$ cat src/rtl/hlru_pkg.sv
package hlru_pkg;

    localparam int PAIRS   = 4;
    localparam int WAYS    = 2 * PAIRS;
    localparam int WAY_W   = $clog2(WAYS);
    localparam int PAIR_W  = $clog2(PAIRS);
    localparam int ORD_W   = PAIRS * (PAIRS - 1) / 2;
    localparam int ORD_IW  = $clog2(ORD_W);
    localparam int REC_W   = ORD_W + PAIRS;

    // order bit for pairs (a,b), a<b: 1 means pair a was used more recently than pair b
    // member bit of pair p: 0 means way 2p is the less recent one, 1 means way 2p+1
    typedef struct packed {
        logic [ORD_W-1:0] order;
        logic [PAIRS-1:0] member;
    } repl_t;

    function automatic int ord_idx(input int a, input int b);
        return a * (2 * PAIRS - a - 1) / 2 + (b - a - 1);
    endfunction

    function automatic logic [ORD_IW-1:0] ord_bit(input int a, input int b);
        int k;
        k = ord_idx(a, b);
        return k[ORD_IW-1:0];
    endfunction

    // 1 when pair a is more recent than pair b (a != b)
    function automatic logic pair_newer(input logic [ORD_W-1:0] ord, input int a, input int b);
        if (a < b) return ord[ord_bit(a, b)];
        else       return ~ord[ord_bit(b, a)];
    endfunction

endpackage

$ cat src/rtl/hlru_update.sv
module hlru_update
    import hlru_pkg::*;
(
    input  repl_t             cur,
    input  logic [WAY_W-1:0]  way,
    output repl_t             nxt
);

    logic [PAIR_W-1:0] pair;

    assign pair = way[WAY_W-1:1];

    always_comb begin
        nxt = cur;
        for (int a = 0; a < PAIRS; a++) begin
            for (int b = a + 1; b < PAIRS; b++) begin
                if (a[PAIR_W-1:0] == pair) begin
                    nxt.order[ord_bit(a, b)] = 1'b1;
                end else if (b[PAIR_W-1:0] == pair) begin
                    nxt.order[ord_bit(a, b)] = 1'b0;
                end
            end
        end
        // partner of the touched way becomes the less recent member
        nxt.member[pair] = ~way[0];
    end

endmodule

$ cat src/rtl/hlru_victim.sv
module hlru_victim
    import hlru_pkg::*;
(
    input  repl_t             cur,
    input  logic [WAYS-1:0]   lock,
    output logic [WAY_W-1:0]  vic_way,
    output logic              vic_ok
);

    logic [PAIRS-1:0]  cand;
    logic [PAIRS-1:0]  oldest;
    logic [PAIRS-1:0]  beats [PAIRS];
    logic [PAIR_W-1:0] sel;
    logic              found;
    logic [WAY_W-1:0]  lru_way;
    logic [WAY_W-1:0]  alt_way;

    for (genvar p = 0; p < PAIRS; p++) begin : g_cand
        assign cand[p] = ~(lock[2*p] & lock[2*p+1]);
    end

    // beats[p][q]: pair q does not stop pair p from being the oldest candidate
    for (genvar p = 0; p < PAIRS; p++) begin : g_row
        for (genvar q = 0; q < PAIRS; q++) begin : g_col
            if (p == q) begin : g_self
                assign beats[p][q] = 1'b1;
            end else begin : g_other
                assign beats[p][q] = ~cand[q] | pair_newer(cur.order, q, p);
            end
        end
        assign oldest[p] = cand[p] & (&beats[p]);
    end

    always_comb begin
        found = 1'b0;
        sel   = '0;
        for (int p = 0; p < PAIRS; p++) begin
            if (oldest[p[PAIR_W-1:0]] && !found) begin
                found = 1'b1;
                sel   = p[PAIR_W-1:0];
            end
        end
    end

    assign lru_way = {sel, cur.member[sel]};
    assign alt_way = {sel, ~cur.member[sel]};
    assign vic_way = lock[lru_way] ? alt_way : lru_way;
    assign vic_ok  = |cand;

endmodule

$ cat src/rtl/hlru_store.sv
module hlru_store
    import hlru_pkg::*;
#(
    parameter  int NUM_SETS = 32,
    localparam int SET_W    = $clog2(NUM_SETS)
) (
    input  logic              clk,
    input  logic              rst_n,
    input  logic              wr_en,
    input  logic [SET_W-1:0]  wr_set,
    input  repl_t             wr_rec,
    input  logic [SET_W-1:0]  rd_a_set,
    output repl_t             rd_a_rec,
    input  logic [SET_W-1:0]  rd_b_set,
    output repl_t             rd_b_rec
);

    typedef struct packed {
        repl_t [NUM_SETS-1:0] tbl;
    } store_t;

    store_t st_d;
    store_t st_q;

    always_comb begin
        st_d = st_q;
        if (wr_en) begin
            st_d.tbl[wr_set] = wr_rec;
        end
    end

    always_ff @(posedge clk or negedge rst_n) begin
        if (!rst_n) begin
            st_q <= '0;
        end else begin
            st_q <= st_d;
        end
    end

    assign rd_a_rec = st_q.tbl[rd_a_set];
    assign rd_b_rec = st_q.tbl[rd_b_set];

endmodule

$ cat src/rtl/hlru_repl.sv
module hlru_repl
    import hlru_pkg::*;
#(
    parameter  int NUM_SETS = 32,
    localparam int SET_W    = $clog2(NUM_SETS)
) (
    input  logic              clk,
    input  logic              rst_n,
    input  logic              acc_valid,
    input  logic [SET_W-1:0]  acc_set,
    input  logic [WAY_W-1:0]  acc_way,
    input  logic [SET_W-1:0]  vic_set,
    input  logic [WAYS-1:0]   lock_mask,
    output logic [WAY_W-1:0]  vic_way,
    output logic              vic_ok
);

    repl_t acc_rec;
    repl_t acc_nxt;
    repl_t vic_rec;

    hlru_store #(.NUM_SETS(NUM_SETS)) u_store (
        .clk      (clk),
        .rst_n    (rst_n),
        .wr_en    (acc_valid),
        .wr_set   (acc_set),
        .wr_rec   (acc_nxt),
        .rd_a_set (acc_set),
        .rd_a_rec (acc_rec),
        .rd_b_set (vic_set),
        .rd_b_rec (vic_rec)
    );

    hlru_update u_update (
        .cur (acc_rec),
        .way (acc_way),
        .nxt (acc_nxt)
    );

    hlru_victim u_victim (
        .cur     (vic_rec),
        .lock    (lock_mask),
        .vic_way (vic_way),
        .vic_ok  (vic_ok)
    );

endmodule

$ cat config.mk
export PLATFORM = sky130hd
export DESIGN_NAME = hlru_repl
export DESIGN_NICKNAME = d
export VERILOG_FILES = /design/src/rtl/hlru_pkg.sv /design/src/rtl/hlru_update.sv /design/src/rtl/hlru_victim.sv /design/src/rtl/hlru_store.sv /design/src/rtl/hlru_repl.sv
export SDC_FILE = /design/constraint.sdc
export NUM_CORES = 1
export LEC_CHECK = 0
export BUFFER_PORTS_ARGS = -buffer_cell sky130_fd_sc_hd__buf_2
export CAP_MARGIN = 20
export CORE_ASPECT_RATIO = 0.75
export CORE_MARGIN = 2
export CORE_UTILIZATION = 47
export CTS_BUF_LIST = sky130_fd_sc_hd__clkbuf_8
export DETAILED_ROUTE_END_ITERATION = 10
export GPL_TIMING_DRIVEN = 0
export SLEW_MARGIN = 5
export SYNTH_ARGS = -nofsm -noshare
export SYNTH_HDL_FRONTEND = slang
export SYNTH_SLANG_ARGS = --single-unit
$ cat constraint.sdc
create_clock -name clk -period 2.7 [get_ports clk]
set_input_delay 0.405 -clock clk [delete_from_list [all_inputs] [get_ports clk]]
set_output_delay 0.405 -clock clk [all_outputs]
set_load 0.1 [all_outputs]
; ---- Word-level counts from Yosys, hierarchy flattened
; Index checks and enable logic that the tools add are counted.
[word_totals]
n_memories = 0
mem_bits_rw = 0
romBits = 0
out_inout_bits = 4
latchBits = 0
regBits = 320
[op_classes]
mux = 33
n_bitwise = 32
div_mod_pow = 0
n_reduce_logical = 14
shifts = 0
order_cmp = 7
n_addsub = 0
n_eq_ne = 3
multipliers = 0
[op_table]
columns = op, n
row1 = $bwmux 320, 1
row2 = $bmux 10 s5, 2
row3 = $demux 10 s5, 1
row4 = $mux 10, 3
row5 = $mux 1, 20
row6 = $lt 5x6->1 const B, 2
row7 = $not 1->1, 12
row8 = $or 1x1->1, 12
row9 = $reduce_and 3->1, 4
row10 = $and 1x1->1, 8
row11 = $lt 2x3->1 const B, 2
row12 = $ge 5x1->1 const B, 1
row13 = $logic_and 1x1->1, 5
row14 = $bwmux 4, 1
row15 = $eq 2x2->1 const A, 2
row16 = $lt 3x4->1 const B, 1
row17 = $mux 2, 2
row18 = $reduce_or 4->1, 1
row19 = $bmux 1 s3, 1
row20 = $logic_not 1->1, 3
row21 = $bmux 1 s2, 1
row22 = $demux 1 s2, 1
row23 = $eq 1x2->1 const A, 1
row24 = $ge 2x1->1 const B, 1
row25 = $logic_not 2->1, 1

; ---- Depth between registers and ports, before layout
[depth]
ltp_word = 21
ltp_mapped = 12

; ---- By module
; A second synthesis with hierarchy kept.
[hier_totals]
hier_cells = 1496
area_unflattened_um2 = 18247.5
[by_module_without_submodules]
columns = module, cells_each, seq_area_each_um2, area_each_um2, n_inst
row1 = hlru_store, 1441, 8007.7, 17889.7, 1
row2 = hlru_victim, 30, 0.0, 211.5, 1
row3 = hlru_update, 25, 0.0, 146.4, 1

; ---- Worst setup path after synthesis
; No wires, ideal clock.
[synth_path]
kind = input-to-output
startpoint = input vic_set[1]
endpoint = output vic_way[0]
required_time_ns = 2.295
cell_stages = 11
path_slack_ns = -1.056
t_arrival_ns = 3.351
cell_sequence = buf_4 -> buf_6 -> buf_4 -> mux2i_1 -> a22oi_1 -> a21oi_1 -> a21oi_1 -> nor3_1 -> a211oi_1 -> or2_2 -> a32o_1
[synth_via]
elab_chain_cells = 21
[synth_rtl]
columns = item, line_no
row1 = "start, declared", hlru_repl.sv:12  ; input logic [SET_W-1:0] vic_set,
row2 = $bmux 10 s5 (*), hlru_store.sv:41  ; assign rd_b_rec = st_q.tbl[rd_b_set];
row3 = $mux 10 (implied by the code) (*), hlru_store.sv:41
row4 = $not 1->1, hlru_pkg.sv:31  ; else return ~ord[ord_bit(b, a)];
row5 = $or 1x1->1, hlru_victim.sv:28  ; assign beats[p][q] = ~cand[q] | pair_newer(cur.order, q, p);
row6 = $reduce_and 3->1, hlru_victim.sv:31  ; assign oldest[p] = cand[p] & (&beats[p]);
row7 = $and 1x1->1, hlru_victim.sv:31
row8 = $mux 1, hlru_victim.sv:38  ; if (oldest[p[PAIR_W-1:0]] && !found) begin
row9 = $logic_not 1->1, hlru_victim.sv:38
row10 = [6 not listed], -
row11 = $logic_and 1x1->1, hlru_victim.sv:38
row12 = $mux 2 (*), hlru_victim.sv:38
row13 = via vic_way[1], hlru_repl.sv:14  ; output logic [WAY_W-1:0] vic_way,
row14 = $bmux 1 s2, "hlru_victim.sv:45, hlru_victim.sv:46"
row15 = $mux 1 (implied by the code), "hlru_victim.sv:45, hlru_victim.sv:46"
row16 = $bmux 1 s3, hlru_victim.sv:47  ; assign vic_way = lock[lru_way] ? alt_way : lru_way;
row17 = $mux 1 (implied by the code), hlru_victim.sv:47
row18 = $mux 1 (*), hlru_victim.sv:47
row19 = "end, declared", hlru_repl.sv:14
; The timed path passes the listed nets; every way through them passes the cells marked *. The select of a mux whose other input is x is not followed.

; ---- Worst setup path in the final report
[layout_path]
startpoint = input vic_set[4]
endpoint = output vic_way[0]
[layout_via]
elab_chain_cells = 21
[layout_rtl]
columns = item, line_no
row1 = $bmux 10 s5 (*), hlru_store.sv:41
row2 = $mux 10 (implied by the code) (*), hlru_store.sv:41
row3 = $not 1->1, hlru_pkg.sv:31
row4 = $or 1x1->1, hlru_victim.sv:28
row5 = $reduce_and 3->1, hlru_victim.sv:31
row6 = $and 1x1->1, hlru_victim.sv:31
row7 = $mux 1, hlru_victim.sv:38
row8 = $logic_not 1->1, hlru_victim.sv:38
row9 = [5 not listed], -
row10 = $logic_not 1->1, hlru_victim.sv:38
row11 = $logic_and 1x1->1, hlru_victim.sv:38
row12 = $mux 2, hlru_victim.sv:38
row13 = $bmux 1 s2, "hlru_victim.sv:45, hlru_victim.sv:46"
row14 = $mux 1 (implied by the code), "hlru_victim.sv:45, hlru_victim.sv:46"
row15 = $bmux 1 s3, hlru_victim.sv:47
row16 = $mux 1 (implied by the code), hlru_victim.sv:47
row17 = $mux 1 (*), hlru_victim.sv:47
; Mark *: on every way between the ends. The rest lies on a longest branch, timed or not. The select of a mux whose other input is x is not followed.

==> metrics.txt <==
placeable core region=approximately 37000 um^2; vias in the first global route=12510; worst reg2reg path depth=8; number of clock buffers inserted by TritonCTS=52; post-route clock period utilization=136.6%; Cell variety after synth=50; violations in the final reports=setup timing; Synth Register Bits=320; YS warnings=0; CTS tree=yes; Initial DRT Pass Iterations=5; most common cell after layout, fill and taps aside=sky130_fd_sc_hd__dfrtp_1; Detailed Place HPWL=42930 um; static leakage=0.008738 uW; number of pins with negative max-slew slack in the final report=0; Pwr per Cell Area=between 700 and 800 nW/um^2; layout cells sized above 1=46.84%; layout net count=approximately 1400; H-tree depth=2; Post-Syn Area=17490 um^2; setup tns final=-2.231 ns; average via count per standard cell=approximately 6.6; drc violations=0; clock transition time at the flip-flop clock pins of the worst setup and hold paths=0.06 ns; required arrival time at the worst endpoint=around 2.3 ns; number of rows created at floorplan=61; max FFs per register=320; antenna violations before repair=0; Max Fclk=about 270 MHz; vias after detailed routing=around 13000; kind of start point of the critical path=input port; Tightest Hold Check Type=input port to async pin; total power of the final layout=14410 uW; Die Footprint=a little under 40000 um^2; post-layout utilization of the core=between 50% and 60%; Final Worst Setup Slack=-0.9887 ns; max-cap viol count=0; top fanout value on the critical path=9; share of synthesized flip-flops with an asynchronous set or reset=100.0%; start-to-end type of the worst setup path=input port to output port; number of endpoints failing setup at the final stage=5; number of violations reported at the end of detailed-routing iteration 0=1768; Synth area leader=sky130_fd_sc_hd__dfrtp_1; number of synthesized flops with an enable pin=0; wire length of the first global-routing pass=90170 um; maximum root-to-sink buffer count=3; reg2reg start=u_store.st_q[117]$_DFFE_PN0P_; Die W=226.8 um; Routability Congestion=1.009; pin slew with the least headroom to its limit=1.161 ns; instance count of the mapped netlist=1297; Synth Flop Type=sky130_fd_sc_hd__dfrtp_1; Regs by FF count=u_store.st_q x320; global-route congestion overflow total=0; worst endpoint data arrival time=approximately 3.3 ns; worst-case clock skew=0.03425 ns; number of I/O pins=28; Peak supply drop=0.0003963 V; final hold viol count=0; average detailed-routed wire length per instance=32.52 um; Detailed Route WL=62770 um; height of the chip=around 170 um; R2R Path End=u_store.st_q[27]$_DFFE_PN0P_; Reg with most FFs=u_store.st_q; Setup crit end kind=output port; starting utilization of the core area=47.46%; average cell area after synthesis=13.49 um^2; run status=finished, violations left; post-placement setup slack=-1.774 ns; worst-case hold slack=0.2695 ns; synthesized net count=1321; shortest clock period the worst path allows after layout=3.689 ns; maximum number of pins on one net before global-route repair=96; Root Buffer=sky130_fd_sc_hd__clkbuf_8; Antenna Cells=0; worst reg-to-reg setup slack=0.15 ns; remaining max-slew budget at the tightest pin=22.63%; portion of synthesized cell area occupied by the leading cell type=45.77%; number of routed nets with antenna violations=0; Synth-to-Final Area Change=14.31%; Skew-Pair Late Insertion Delay=0.63 ns; TritonCTS sink count=320; sequential share of the synthesized area=45.77%; setup repair after global routing missed its margin=true; count of buffers inserted at the top-level ports=20; leading cell types in the layout, fill and taps excluded=320 x sky130_fd_sc_hd__dfrtp_1, 249 x sky130_fd_sc_hd__mux2_2, 161 x sky130_fd_sc_hd__mux4_2; dominant cells by area after synthesis=sky130_fd_sc_hd__dfrtp_1 46%, sky130_fd_sc_hd__mux4_2 21%, sky130_fd_sc_hd__mux2_2 16%, sky130_fd_sc_hd__nor2_1 1.9%, sky130_fd_sc_hd__a21oi_1 1.9%; global-route usage over all layers=33.46%
-- per-layer routing --
layer / global-route usage (%) / routed length, um / up-vias
li1: - / - / 5104
met1: 47.93 / 26000 / 6678
met2: 46.91 / 26180 / 812
met3: 10.51 / 7608 / 180
met4: 14.22 / 2978 / 0
met5: 0 / 0 / -
-- area by class of cell --
cell class / instances / area (um^2)
fill: 3153 / 16870
multi-input combinational: 846 / 9045
sequential: 320 / 8008
clock buffer: 70 / 963.4
buffer: 125 / 863.3
tap: 504 / 630.6
timing repair buffer: 36 / 372.9
clock inverter: 24 / 96.34
inverter: 5 / 18.77
-- what timing repair did --
action,4_1_cts,5_1_grt
resized for setup,86,65
hold buffers,1,0
pin swaps,6,10
buffers inserted,0,9
hold endpoints to repair,40,0
setup endpoints to repair,284,152
-- synthesized netlist by cell type (3+ instances only) --
cell                         n
sky130_fd_sc_hd__a211oi_1    4
sky130_fd_sc_hd__a21oi_1    66
sky130_fd_sc_hd__a22o_1      4
sky130_fd_sc_hd__a22oi_1    21
sky130_fd_sc_hd__a31oi_1     4
sky130_fd_sc_hd__and2_1      6
sky130_fd_sc_hd__buf_1      10
sky130_fd_sc_hd__buf_2      41
sky130_fd_sc_hd__buf_4      11
sky130_fd_sc_hd__buf_6      11
sky130_fd_sc_hd__clkbuf_1   53
sky130_fd_sc_hd__dfrtp_1   320
sky130_fd_sc_hd__inv_1       4
sky130_fd_sc_hd__mux2_2    250
sky130_fd_sc_hd__mux2i_1    32
sky130_fd_sc_hd__mux4_2    161
sky130_fd_sc_hd__nand2_1    86
sky130_fd_sc_hd__nand2b_1    4
sky130_fd_sc_hd__nand3_1    20
sky130_fd_sc_hd__nand3b_1    3
sky130_fd_sc_hd__nand4_1     5
sky130_fd_sc_hd__nor2_1     89
sky130_fd_sc_hd__nor2b_1     4
sky130_fd_sc_hd__nor3_1      4
sky130_fd_sc_hd__o21ai_0    22
sky130_fd_sc_hd__o21ai_1    11
sky130_fd_sc_hd__o221ai_1    5
sky130_fd_sc_hd__o22ai_1     3
sky130_fd_sc_hd__o31ai_1    13
sky130_fd_sc_hd__or2_2       6
-- critical path: stages --
cell                       delay, ns
sky130_fd_sc_hd__clkbuf_2       0.23
sky130_fd_sc_hd__nor2_1         0.81
sky130_fd_sc_hd__nand3_1        0.20
sky130_fd_sc_hd__o221ai_1       0.31
sky130_fd_sc_hd__o21ai_1        0.19
sky130_fd_sc_hd__a211oi_2       0.38
sky130_fd_sc_hd__o221ai_1       0.22
sky130_fd_sc_hd__a32o_4         0.36
sky130_fd_sc_hd__buf_12         0.17
-- metrics by stage --
stage | area [um^2] | cells
floorplan | 17580 | 1297
global placement | 18310 | 1821
finish | 20000 | 1930
detailed placement | 18450 | 1827
CTS | 19750 | 1922
global route | 20000 | 1930
-- kinds of logic (layout without fill, tap and decap cells) --
| family | Yosys count | count (layout) | synth area share (%) |
|---|---|---|---|
| fa+ha+maj | 1 | 1 | 0.05722 |
| flops | 320 | 320 | 45.77 |
| buf+inv | 131 | 260 | 3.812 |
| compound gates | 169 | 169 | 6.001 |
| mux | 443 | 443 | 38.65 |
| simple gates | 233 | 233 | 5.707 |
-- where the power goes --
part / internal [uW] / leakage (uW) / switching (uW) / total [uW]
combinational: 1860 / 0.00394 / 1710 / 3570
sequential: 5730 / 0.00417 / 716 / 6450
clock: 2300 / 0.000624 / 2090 / 4380
-- worst max-delay path by stage --
stage	start	end	slack [ns]	cells past startpoint
after CTS	u_store.st_q[59]$_DFFE_PN0P_	vic_way[0]	-0.98	8
after global routing	u_store.st_q[277]$_DFFE_PN0P_	vic_way[0]	-0.98	8
final	vic_set[4]	vic_way[0]	-0.99	9
after detailed placement	vic_set[4]	vic_way[0]	-1.77	9
after floorplan	vic_set[0]	vic_way[0]	-0.41	9
after global placement	rst_n	u_store.st_q[100]$_DFFE_PN0P_	-5.09	1
(Power assumes the default switching activity.)
